--- src/rtl/lec_pkg.sv ---
package lec_pkg;
   localparam int CTRL_OFS = 8;
   localparam int DATA_OFS = 12;

   localparam logic [2:0] EN_CMD_ON  = 3'd3;
   localparam logic [2:0] EN_CMD_OFF = 3'd1;
   localparam logic [1:0] CLR_CMD_GO = 2'd1;

   typedef struct packed {
      logic [3:0] grp;
      logic [7:0] evn;
      logic [3:0] lane;
   } lec_sel_t;
endpackage

--- src/rtl/lec_ctrl_reg.sv ---
module lec_ctrl_reg
   import lec_pkg::*;
#(
   parameter int ADDR_W = 8
) (
   input  logic              clk,
   input  logic              rst_n,
   input  logic              wr,
   input  logic [ADDR_W-1:0] addr,
   input  logic [31:0]       wdata,
   output lec_sel_t          sel,
   output logic              en,
   output logic              clr_pulse,
   output logic [31:0]       ctrl_rd
);
   logic ctrl_wr;
   logic unused_wbits;

   assign ctrl_wr      = wr && (addr == ADDR_W'(CTRL_OFS));
   assign clr_pulse    = ctrl_wr && (wdata[1:0] == CLR_CMD_GO);
   assign unused_wbits = ^{wdata[31:28], wdata[15:12], wdata[7:5]};

   always_ff @(posedge clk or negedge rst_n) begin
      if (!rst_n) begin
         sel <= '0;
         en  <= 1'b0;
      end else if (ctrl_wr) begin
         sel.grp  <= wdata[27:24];
         sel.evn  <= wdata[23:16];
         sel.lane <= wdata[11:8];
         if (wdata[4:2] == EN_CMD_ON)       en <= 1'b1;
         else if (wdata[4:2] == EN_CMD_OFF) en <= 1'b0;
      end
   end

   assign ctrl_rd = {4'b0, sel.grp, sel.evn, 4'b0, sel.lane, en, 7'b0};
endmodule

--- src/rtl/lec_event_mux.sv ---
module lec_event_mux
   import lec_pkg::*;
#(
   parameter int NUM_LANES   = 4,
   parameter int NUM_GROUPS  = 8,
   parameter int EVT_PER_GRP = 20,
   parameter int HIT_PIPE    = 0,
   localparam int NUM_BITS   = NUM_LANES * NUM_GROUPS * EVT_PER_GRP,
   localparam int IDX_W      = (NUM_BITS > 1) ? $clog2(NUM_BITS) : 1
) (
   input  logic                clk,
   input  logic                rst_n,
   input  logic [NUM_BITS-1:0] strb,
   input  lec_sel_t            sel,
   output logic                hit,
   output logic                sel_ok
);
   logic             in_range;
   logic [IDX_W-1:0] idx;
   logic             raw_hit;

   assign in_range = (int'(sel.grp) < NUM_GROUPS) &&
                     (int'(sel.evn) < EVT_PER_GRP) &&
                     (int'(sel.lane) < NUM_LANES);

   always_comb begin
      idx     = IDX_W'((int'(sel.grp) * EVT_PER_GRP + int'(sel.evn)) * NUM_LANES
                       + int'(sel.lane));
      raw_hit = in_range && strb[idx];
   end

   generate
      if (HIT_PIPE == 0) begin : g_comb
         logic unused_clk;
         assign unused_clk = clk ^ rst_n;
         assign hit    = raw_hit;
         assign sel_ok = in_range;
      end else begin : g_pipe
         logic hit_q, ok_q;
         always_ff @(posedge clk or negedge rst_n) begin
            if (!rst_n) begin
               hit_q <= 1'b0;
               ok_q  <= 1'b0;
            end else begin
               hit_q <= raw_hit;
               ok_q  <= in_range;
            end
         end
         assign hit    = hit_q;
         assign sel_ok = ok_q;
      end
   endgenerate
endmodule

--- src/rtl/lec_counter.sv ---
module lec_counter #(
   parameter int CNT_W = 32
) (
   input  logic             clk,
   input  logic             rst_n,
   input  logic             clr,
   input  logic             inc,
   output logic [CNT_W-1:0] cnt
);
   always_ff @(posedge clk or negedge rst_n) begin
      if (!rst_n)   cnt <= '0;
      else if (clr) cnt <= '0;
      else if (inc) cnt <= cnt + CNT_W'(1);
   end
endmodule

--- src/rtl/lane_evt_counter.sv ---
module lane_evt_counter
   import lec_pkg::*;
#(
   parameter int NUM_LANES   = 4,
   parameter int NUM_GROUPS  = 8,
   parameter int EVT_PER_GRP = 20,
   parameter int CNT_W       = 32,
   parameter int ADDR_W      = 8,
   parameter int HIT_PIPE    = 0,
   localparam int NUM_BITS   = NUM_LANES * NUM_GROUPS * EVT_PER_GRP
) (
   input  logic                clk,
   input  logic                rst_n,
   input  logic                reg_wr,
   input  logic [ADDR_W-1:0]   reg_addr,
   input  logic [31:0]         reg_wdata,
   output logic [31:0]         reg_rdata,
   input  logic [NUM_BITS-1:0] evt_strb,
   output logic [31:0]         count_o
);
   initial begin
      if (NUM_LANES < 1 || NUM_LANES > 16)    $error("NUM_LANES must be 1..16");
      if (NUM_GROUPS < 1 || NUM_GROUPS > 16)  $error("NUM_GROUPS must be 1..16");
      if (EVT_PER_GRP < 1 || EVT_PER_GRP > 256) $error("EVT_PER_GRP must be 1..256");
      if (CNT_W < 1 || CNT_W > 32)            $error("CNT_W must be 1..32");
      if (ADDR_W < 4)                         $error("ADDR_W must be at least 4");
      if (HIT_PIPE != 0 && HIT_PIPE != 1)     $error("HIT_PIPE must be 0 or 1");
   end

   lec_sel_t         sel;
   logic             en_q;
   logic             clr_pulse;
   logic [31:0]      ctrl_rd;
   logic             hit;
   logic             sel_ok;
   logic [CNT_W-1:0] count_q;

   lec_ctrl_reg #(.ADDR_W(ADDR_W)) u_ctrl (
      .clk(clk), .rst_n(rst_n), .wr(reg_wr), .addr(reg_addr), .wdata(reg_wdata),
      .sel(sel), .en(en_q), .clr_pulse(clr_pulse), .ctrl_rd(ctrl_rd)
   );

   lec_event_mux #(
      .NUM_LANES(NUM_LANES), .NUM_GROUPS(NUM_GROUPS),
      .EVT_PER_GRP(EVT_PER_GRP), .HIT_PIPE(HIT_PIPE)
   ) u_mux (
      .clk(clk), .rst_n(rst_n), .strb(evt_strb), .sel(sel),
      .hit(hit), .sel_ok(sel_ok)
   );

   lec_counter #(.CNT_W(CNT_W)) u_cnt (
      .clk(clk), .rst_n(rst_n), .clr(clr_pulse), .inc(en_q && hit), .cnt(count_q)
   );

   assign count_o = 32'(count_q);

   always_comb begin
      if (reg_addr == ADDR_W'(CTRL_OFS))      reg_rdata = ctrl_rd;
      else if (reg_addr == ADDR_W'(DATA_OFS)) reg_rdata = count_o;
      else                                    reg_rdata = '0;
   end
endmodule

--- config.mk ---
export PLATFORM = sky130hd
export DESIGN_NAME = lane_evt_counter
export DESIGN_NICKNAME = d
export VERILOG_FILES = /design/src/rtl/lec_pkg.sv /design/src/rtl/lec_ctrl_reg.sv /design/src/rtl/lec_event_mux.sv /design/src/rtl/lec_counter.sv /design/src/rtl/lane_evt_counter.sv
export SDC_FILE = /design/constraint.sdc
export NUM_CORES = 1
export LEC_CHECK = 0
export ABC_AREA = 1
export BUFFER_PORTS_ARGS = -buffer_cell sky130_fd_sc_hd__clkbuf_2
export CORE_AREA = 5 5 287 289
export CTS_CLUSTER_DIAMETER = 30
export CTS_CLUSTER_SIZE = 12
export DETAILED_ROUTE_END_ITERATION = 7
export DIE_AREA = 0 0 292 294
export SYNTH_ARGS = -nofsm -noshare
export SYNTH_HDL_FRONTEND = slang
export SYNTH_HIERARCHICAL = 1
export SYNTH_SLANG_ARGS = --single-unit
--- constraint.sdc ---
create_clock -name clk -period 8.34 [get_ports clk]
set_input_delay 0.834 -clock clk [delete_from_list [all_inputs] [get_ports clk]]
set_output_delay 0.834 -clock clk [all_outputs]
set_load 0.02 [all_outputs]
==> results.toml, run 1 <==
[worst_setup_path]
setup.worst_path.start_class = "flop"
startpoint = "u_ctrl/ctrl_rd[9]"
critPathTopFamily = "simple AND/OR/NAND/NOR gates"
cpMaxStageDelayCell = "buf_4"
worst-path-buf-inv = 5
crit_chain = "inv_6 > buf_4 > nand3_1 > nand3_1 > nand3_1 > nand3_1 > nand3_1 > nand3_1 > nand3_1 > nand3b_1 > nand3_1 > nand2_1 > inv_1 > nand2_1 > inv_1 > nor2_4 > nor2_4 > nand2_2 > inv_1 > nand2_1 > nand2_1 > a2bb2oi_1"
regToRegStartpoint = "u_ctrl/ctrl_rd[9]"
end_kind = "flop"
crit_arrival_ns = 5.10
worst-setup-path-type = "reg2reg"
crit_path_frequent_cell = "nand3_1"
cp.required_ns = 8.56
worst-r2r-setup-slack_ns = 3.46
path_max_fanout = 96
max_stage_delay_ns = 0.71

[cts]
cts_root_buf = "clkbuf_16"
numCtsBuffers = 5
cts_max_path_buffers = 2
cts_max_level = 2
path_clk_slew_ns = 0.07
tritoncts = "yes"
post_cts_buffers = 0
numClockSinks = 49
cts_hold_buf = 0
cts_resized = 0
insertion_delay_ns = 0.30

[grt]
grt_pass1_vias = 15000
grt_use_total_pct = 15.8
grt_max_degree = 179
grt_remaining_overflow = 0
antenna_found_initial = 11
grt_pass1_wl_um = 101000

[sta]
finalMaxSlewViolations = 0
relSlewSlack_pct = 34.2
setup_viol = 0
hold_viol_final = 0
max_freq_mhz = 205
fin_skew_ns = 0.00582
worst_pin_slew_ns = 0.988
rsz0062_at_grt = "no"
finalCritPeriodShare_pct = 58.5
period_minus_slack_ns = 4.88
setup_tns_ns = 0

[detailed_routing]
first_pass_iters = 5
post_drt_via_cell_ratio = 4.25
drc = 0
num_vias = 15700
ant_nets = 0
drt_iter0_markers = 1169
routed_wl_um = 73400
wl_per_cell_um = 19.9

[pwr]
swShare_pct = 47.3
power.total_mw = 1.15
clkPwrFrac_pct = 18.2
intPower_mw = 0.605
netSwitchingPower_mw = 0.542
power_frac_seq_pct = 22.5
p_leak_nw = 8.11
power_density_nw_per_um2 = 77.3
vdd_drop_max_mv = 0.0693
pwr-share-comb_pct = 59.3

[yosys]
yosysWarningCount = 6
syn_avg_cell_area_um2 = 5.11
synth_area_um2 = 10400
seq_area_frac_synth_pct = 11.8
netlist_instances = 2039
synth.ff_latch_count = 49
synth_cell_type_count = 36

[final_layout]
drive_above_1_share_pct = 31.3
layout.nets = 3324
syn_to_final_growth_pct = 42.2

[min_path]
hp-start = "u_ctrl/en"
hp-class = "reg2reg"

[die]
start_util_pct = 13.1
num_rows = 104
dieArea_um2 = 85800
ioPinCount = 747
die_y_um = 294
core_um2 = 79600
die_w_um = 292

[run_status]
status = "completed"

[place]
gp_congestion = 0.925
hpwl_um = 59700
port_buffers = 735

[run]
maxCapViolCount = 0
path summary, 6_finish.rpt:
kind,cells after the start,end
max,22,u_cnt/cnt[10]
min,2,u_ctrl/en
max reg2reg,22,u_cnt/cnt[10]
min reg2reg,2,u_ctrl/en
max in group asynchronous,2,u_ctrl/ctrl_rd[8]
min in group asynchronous,2,u_ctrl/ctrl_rd[26]
cell usage after synthesis:
library cell	number	area (um2)
or2_2	7	43.8
buf_12	1	20.0
o21ai_1	6	30.0
inv_2	5	18.8
o211ai_1	7	52.6
xor2_1	5	43.8
nand3_1	682	3410
buf_2	67	335
nor3_1	2	10.0
buf_1	30	113
nor2_8	1	20.0
inv_6	1	8.76
o211ai_2	1	12.5
conb_1	1	3.75
buf_6	6	67.6
dfrtp_1	49	1230
a21oi_1	27	135
clkbuf_1	32	120
xnor2_1	5	43.8
nand2_1	777	2920
ha_1	11	138
nand2_2	20	125
nor3_2	1	10.0
a2bb2oi_1	1	8.76
inv_1	94	353
nor2_1	89	334
or4_1	1	7.51
nor2_2	4	25.0
fa_1	3	60.1
o21ai_0	34	170
nand3b_1	2	15.0
nand4_1	4	25.0
and2_1	1	6.26
buf_4	50	375
nor2_4	11	124
nand2_4	1	11.3
state kept, by name (all words and copies together) (netlist names):
signal          count
u_cnt/cnt          32
u_ctrl/ctrl_rd     16
u_ctrl/en           1
cell type report:
| cell class | instances | area, um2 |
|---|---|---|
| clock inverter | 3 | 21.3 |
| clock buffer | 5 | 125 |
| fill | 9400 | 64800 |
| inverter | 100 | 395 |
| sequential | 49 | 1230 |
| tap | 1060 | 1330 |
| antenna | 5 | 12.5 |
| timing repair buffer | 753 | 3840 |
| multi-input combinational | 1718 | 7870 |
power by group through the flow:
stage	Clock, mW	Combinational, mW	Sequential [mW]
2_1_floorplan	0	0.339	0.255
3_3_place_gp	0	0.691	0.262
3_5_place_dp	0	0.695	0.262
4_1_cts	0.213	0.697	0.258
5_1_grt	0.221	0.756	0.258
6_report	0.209	0.680	0.258
routing by layer:
| layer | vias to the layer above | track usage [%] | routed length (um) |
|---|---|---|---|
| met5 | - | 0 | 13 |
| met4 | 2 | 4.46 | 2150 |
| met3 | 84 | 2.95 | 6300 |
| met2 | 781 | 27.6 | 35200 |
| met1 | 7025 | 20.0 | 29700 |
| li1 | 7802 | - | - |
placed cells by master, fill, tap and decap left out, types with 10 or more instances in the layout:
cell / Yosys / layout
a21oi_1: 27 / 27
buf_4: 50 / 16
clkbuf_2: 0 / 735
conb_1: 1 / 15
dfrtp_1: 49 / 47
ha_1: 11 / 10
inv_1: 94 / 91
nand2_1: 777 / 777
nand2_2: 20 / 20
nand3_1: 682 / 682
nor2_1: 89 / 89
nor2_4: 11 / 11
o21ai_0: 34 / 34
through the flow:
step	worst slack (ns)	util, %	std cells	hold WS (ns)	cell area [um2]
after global placement	3.32	18.4	3680	0.551	14700
after CTS	3.24	18.6	3688	0.580	14800
final	3.46	18.6	3693	0.573	14800
after global routing	2.94	18.6	3689	0.612	14800
after detailed placement	3.28	18.4	3680	0.559	14700
after floorplan	4.92	-	2053	0.464	10500
kinds of logic after synthesis:
group / Yosys count / share of synthesized area (%)
AOI/OAI and AO/OA: 76 / 3.93
DFF: 49 / 11.8
other: 1 / 0.0360
buffers and inverters: 286 / 13.5
adders and majority gates: 14 / 1.90
xor gates and xnor gates: 10 / 0.840
and+or+nand+nor: 1603 / 68.0
worst register-to-register path: stages, from the launching register on:
cell and delay [ns]:
dfrtp_4 0.68, inv_6 0.68, buf_4 0.73, nand3_1 0.29, nand3_1 0.22, nand3_1 0.12, nand3_1 0.19, nand3_1 0.10
nand3_1 0.23, nand3_1 0.10, nand3b_1 0.09, nand3_1 0.07, nand2_1 0.22, inv_1 0.10, nand2_1 0.06, inv_1 0.08
nor2_4 0.26, nor2_4 0.09, nand2_2 0.11, inv_1 0.08, nand2_1 0.06, nand2_1 0.07, a2bb2oi_1 0.17
Note: power is estimated with default switching activity, not from simulation.
==> run 2: changes to the inputs <==
- CORE_AREA: 5 5 287 289 -> 5 5 288 290
- DIE_AREA: 0 0 292 294 -> 0 0 293 295
- clock period: 8.34 -> 4.6 ns (I/O delays scaled with it)
==> run 2 against run 1 <==
Against the previous run:
- final area increased by 3.1%
- clock power increased by 79%
- first-iteration DRC count decreased by 9.7%
- worst setup slack got worse by 3.0 ns
- maximum frequency increased by 17%
- via count increased by 0.39%
- critical endpoint unchanged
- largest power group unchanged
==> results.toml, run 2 (same netlist as run 1, synthesis figures left out) <==
[run_status]
status = "completed"

[sta]
setup_tns_ns = 0
relSlewSlack_pct = 34.0
finalMaxSlewViolations = 0
worst_pin_slew_ns = 0.989
rsz0062_at_grt = "no"
max_freq_mhz = 239
setup_viol = 0
finalCritPeriodShare_pct = 90.8
hold_viol_final = 0
fin_skew_ns = 0.00659
period_minus_slack_ns = 4.18

[run]
maxCapViolCount = 0

[grt]
antenna_found_initial = 12
grt_util_met2_pct = 27.9
grt-busiest-layer = "met2"
grtUsageMet3_pct = 2.85
grt_remaining_overflow = 0
grt_pass1_vias = 15000
use_met1_pct = 20.5
grt_max_degree = 85
grt_pass1_wl_um = 103000
grt_use_total_pct = 16.0

[pwr]
vdd_drop_max_mv = 0.132
p_leak_nw = 8.35
power_density_nw_per_um2 = 139

[detailed_routing]
num_vias = 15800
ant_nets = 0
routed_wl_um = 74900
wl_per_cell_um = 20.1
first_pass_iters = 5
drt_iter0_markers = 1056
post_drt_via_cell_ratio = 4.22
drc = 0

[cts]
numCtsBuffers = 5
path_clk_slew_ns = 0.07
cts_root_buf = "clkbuf_16"
cts_max_path_buffers = 2
numClockSinks = 49
tritoncts = "yes"
cts_max_level = 2
insertion_delay_ns = 0.30

[final_layout]
final_common_cell = "nand2_1"
drive_above_1_share_pct = 32.3
layout.nets = 3364
largest_register_ff_count = 32
nFillCells = 9413
final_cell_mix = "nand2_1, clkbuf_2, nand3_1"
regMostFlops = "u_cnt/cnt"
final_cells = 3732
syn_to_final_growth_pct = 46.7

[worst_setup_path]
path_max_fanout = 20
worst-setup-path-type = "reg2reg"
setup.worst_path.start_class = "flop"
worst-r2r-setup-slack_ns = 0.42
end_kind = "flop"
r2r_cells = 22
crit_arrival_ns = 4.40
cp.required_ns = 4.82

[place]
placed_cells = 3718
port_buffers = 735
hpwl_um = 62700
gp_congestion = 0.918

[die]
die_w_um = 293
core_um2 = 80000
num_rows = 104
ioPinCount = 747
die_y_um = 295
start_util_pct = 13.0
dieArea_um2 = 86400

[min_path]
hp-class = "in2async"
-- run 2: through the flow --
step / worst slack, ns / util (%) / instance area, um2 / power, mW / hold WS, ns
3_5_place_dp: 0.171 / 18.9 / 15100 / 1.77 / 0.522
6_report: 0.423 / 19.1 / 15300 / 2.12 / 0.187
5_1_grt: 0.0240 / 19.1 / 15300 / 2.28 / 0.245
4_1_cts: 0.132 / 19.1 / 15300 / 2.15 / 0.222
3_3_place_gp: 0.200 / 18.9 / 15100 / 1.77 / 0.528
2_1_floorplan: 1.18 / - / 10500 / 1.08 / 0.164
-- run 2: worst paths after layout --
kind                                    start                 end
min                                     rst_n  u_ctrl/ctrl_rd[26]
min in group clk                reg_wdata[26]  u_ctrl/ctrl_rd[26]
max                        u_ctrl/ctrl_rd[10]       u_cnt/cnt[10]
max reg2reg                u_ctrl/ctrl_rd[10]       u_cnt/cnt[10]
min reg2reg                         u_ctrl/en           u_ctrl/en
max in group asynchronous               rst_n   u_ctrl/ctrl_rd[8]
-- run 2: power by group --
part | switching (mW) | internal [mW] | total (mW)
sequential | 0.0275 | 0.442 | 0.469
clock | 0.174 | 0.200 | 0.374
combinational | 0.781 | 0.498 | 1.28
total | 0.982 | 1.14 | 2.12
-- run 2: layer usage --
layer | wire length (um) | vias to the layer above
met1 | 30900 | 7017
met5 | 52 | -
met4 | 1830 | 8
met2 | 36300 | 776
li1 | - | 7886
met3 | 5770 | 68
-- run 2: final cells by class --
type                    instances  area, um2  area share (%)
multi-input cells            1718       7880            51.6
repair buffers                793       4290            28.1
well taps                    1060       1330            8.68
flip-flops and latches         49       1230            8.07
inverters                     100        395            2.59
clock buffers                   5        125           0.819
clock inverters                 3       17.5           0.115
diodes                          4       10.0          0.0655
-- run 2: repair_timing --
| item | CTS | global route |
|---|---|---|
| resized for setup | 0 | 1 |
| setup endpoints to repair | 0 | 18 |
| hold buffers | 0 | 0 |
| buffers inserted | 0 | 2 |
-- run 2: critical path: stages (launching register included) --
cell and delay (ns):
dfrtp_1 0.44, ha_4 0.17, inv_1 0.05, fa_4 0.88, buf_4 0.34, nand3_1 0.18, nand3_1 0.12, nand3_1 0.12
nand3_1 0.10, nand2_1 0.16, a21oi_1 0.18, nor2_1 0.05, nand2_1 0.20, inv_1 0.09, nand2_1 0.06, inv_1 0.08
nor2_4 0.27, nor2_4 0.09, nand2_2 0.11, inv_1 0.07, nand2_1 0.06, nand2_1 0.07, a2bb2oi_1 0.17
==> run 3: changes to the inputs <==
- ABC_AREA: 1 -> default
- CORE_AREA: 5 5 288 290 -> 5 5 285 287
- CTS_CLUSTER_DIAMETER: 30 -> default
- DIE_AREA: 0 0 293 295 -> 0 0 290 292
==> run 3 against run 2 <==
Against the previous run:
- the run now ends with negative setup slack left
- area after synthesis fell by 12%
- global-route usage fell by 1.7 points
- flip-flop and latch count did not move
- combinational power rose by 9%
- critical path type unchanged
- largest cell class unchanged
==> results.toml, run 3 <==
[cts]
cts_max_level = 2
cts_hold_buf = 0
numClockSinks = 49
tritoncts = "yes"
insertion_delay_ns = 0.30
cts_root_buf = "clkbuf_16"
cts_max_path_buffers = 2
numCtsBuffers = 5
path_clk_slew_ns = 0.07

[yosys]
synthTopCellsByArea = "mux4_2, dfrtp_1, mux2i_1"
yosysMostFrequentCell = "mux4_2"
synth_edf_count = 0
synth_compound_area_share_pct = 9.08
yosys.area_share.simple_pct = 14.1
yosys-mux-area-fraction_pct = 50.2
synth_ff_type = "dfrtp_1"
synth_area_um2 = 9210
synth.ff_latch_count = 49
netlist_instances = 796
yosysTopAreaCell = "mux4_2"
synth_fa_ha_area_share_pct = 2.15
synth_xor_area_share_pct = 2.28
yosysWarningCount = 6
yosysTopAreaCellShare_pct = 39.6
seq_area_frac_synth_pct = 13.3
syn_avg_cell_area_um2 = 11.6
synth_cell_type_count = 68
ys_async_sr_fraction_pct = 100
synthTopCellsByCount = "mux4_2, mux2i_1, dfrtp_1"
synth_top_family_by_area = "multiplexers"

[worst_setup_path]
path_max_fanout = 8
setup.worst_path.start_class = "flop"
crit_arrival_ns = 4.84
critPathTopFamily = "compound AO/OA/AOI/OAI gates"
cp.required_ns = 4.83
worst-r2r-setup-slack_ns = -0.01
worst-setup-path-type = "reg2reg"
cpMaxStageDelayCell = "or4_1"
worst-path-buf-inv = 6
crit_chain = "ha_4 > inv_1 > fa_2 > buf_12 > buf_12 > buf_4 > nor2_4 > buf_4 > a22oi_1 > a21oi_1 > o21ai_1 > o211ai_1 > o2111ai_2 > o41ai_4 > o311a_4 > and2_4 > o2111ai_4 > or3_4 > buf_6 > or4_1 > a21oi_1"
end_kind = "flop"
max_stage_delay_ns = 0.49

[place]
hpwl_um = 58000
post_dp_cell_area_um2 = 14700
gp_congestion = 0.982
port_buffers = 735

[pwr]
p_leak_nw = 6.64
vdd_drop_max_mv = 0.139
power_density_nw_per_um2 = 150

[detailed_routing]
routed_wl_um = 65500
post_drt_via_cell_ratio = 4.10
wl_per_cell_um = 25.0
drc = 0
ant_nets = 0
first_pass_iters = 5
num_vias = 10700
drt_iter0_markers = 517

[final_layout]
layout.nets = 2256
largest_register_ff_count = 32
regMostFlops = "u_cnt/cnt"
nFillCells = 8704
final_cell_mix = "clkbuf_2, mux4_2, buf_4"
drive_above_1_share_pct = 72.7
final_common_cell = "clkbuf_2"
final_cell_area_um2 = 15200
syn_to_final_growth_pct = 65.0

[run_status]
violations = "negative setup slack"
status = "finished with violations"

[die]
ioPinCount = 747
die_w_um = 290
num_rows = 103
die_y_um = 292
dieArea_um2 = 84700
core_um2 = 78400
start_util_pct = 11.7

[sta]
finalMaxSlewViolations = 0
worst_pin_slew_ns = 1.21
finalCritPeriodShare_pct = 100
setup_tns_ns = -0.0203
timing.hold.ws_ns = 0.261
fin_skew_ns = 0.00999
rsz0062_at_grt = "yes"
hold_viol_final = 0
relSlewSlack_pct = 19.4
setup_viol = 3
max_freq_mhz = 217
setup_slack_ns = -0.0127
period_minus_slack_ns = 4.61

[grt]
grt_pass1_wl_um = 88700
grt_max_degree = 50
grt_remaining_overflow = 0
grt_pass1_vias = 11400
grt_use_total_pct = 14.4
antenna_found_initial = 16

[run]
maxCapViolCount = 0

[min_path]
hp-class = "in2async"
run 3: cell types whose count changed in the layout (fill, tap and decap cells not counted), moves of 12 or more:
cell	previous run	this run
a22oi_1	0	23
buf_4	43	96
inv_1	91	15
mux2_2	0	12
mux2i_1	0	60
mux4_2	0	162
nand2_1	777	41
nand2_2	20	0
nand3_1	682	21
nor2_1	89	27
nor3_2	1	31
o21ai_0	34	10
run 3: cell families after synthesis:
family          Yosys count
mux                     248
simple gates            208
buf+inv                 131
compound gates          121
flops                    49
xor+xnor                 24
fa+ha+maj                14
other cells               1
run 3: final cells by class:
class	count	area [um2]	share of cell area, %
Tap cell	1050	1310	8.65
Sequential cell	49	1230	8.12
Clock inverter	3	43.8	0.288
Timing Repair Buffer	854	4850	31.9
Clock buffer	5	125	0.823
Multi-Input combinational cell	631	7550	49.7
Inverter	18	67.6	0.445
Antenna cell	7	17.5	0.115
run 3: worst reg2reg max path: stages, from the launching register on:
cell and delay (ns):
dfrtp_1 0.41, ha_4 0.17, inv_1 0.06, fa_2 0.47, buf_12 0.16, buf_12 0.15
buf_4 0.18, nor2_4 0.14, buf_4 0.20, a22oi_1 0.10, a21oi_1 0.14, o21ai_1 0.08
o211ai_1 0.22, o2111ai_2 0.22, o41ai_4 0.09, o311a_4 0.25, and2_4 0.17, o2111ai_4 0.13
or3_4 0.42, buf_6 0.15, or4_1 0.49, a21oi_1 0.14
run 3: layer usage:
metal	GRT usage, %	vias up	share of wire, %
li1	-	4766	-
met1	17.9	5378	40
met2	26.9	534	53
met3	1.92	45	5.3
met4	2.19	4	1.4
met5	0	-	0.037
run 3: final timing paths:
check	start	to	cells after the start
max	u_ctrl/ctrl_rd[16]	u_cnt/cnt[25]	21
min	rst_n	u_ctrl/ctrl_rd[22]	2
max reg2reg	u_ctrl/ctrl_rd[16]	u_cnt/cnt[25]	21
min reg2reg	u_ctrl/en	u_ctrl/en	1
max in group asynchronous	rst_n	u_ctrl/ctrl_rd[9]	2
min in group clk	reg_wdata[22]	u_ctrl/ctrl_rd[22]	2
run 3: per-stage QoR:
step | instances | utilization (%) | setup WS [ns] | power [mW]
2_1_floorplan | 810 | - | 0.0127 | 1.09
3_3_place_gp | 2592 | 18.7 | -0.297 | 1.83
3_5_place_dp | 2592 | 18.7 | -0.307 | 1.84
4_1_cts | 2601 | 19.0 | -0.0587 | 2.29
5_1_grt | 2615 | 19.4 | -0.150 | 2.42
6_report | 2617 | 19.4 | -0.0127 | 2.29
run 3: where the power goes:
group	switching, mW	internal [mW]	leakage (nW)
sequential	0.0177	0.441	0.672
combinational	0.665	0.726	5.88
clock	0.178	0.258	0.0842
run 3: what timing repair did:
action | CTS | global route
gates cloned | 0 | 2
endpoints found under the setup margin | 20 | 26
setup buffers | 1 | 8
pin swaps | 8 | 11
resized for setup | 8 | 40
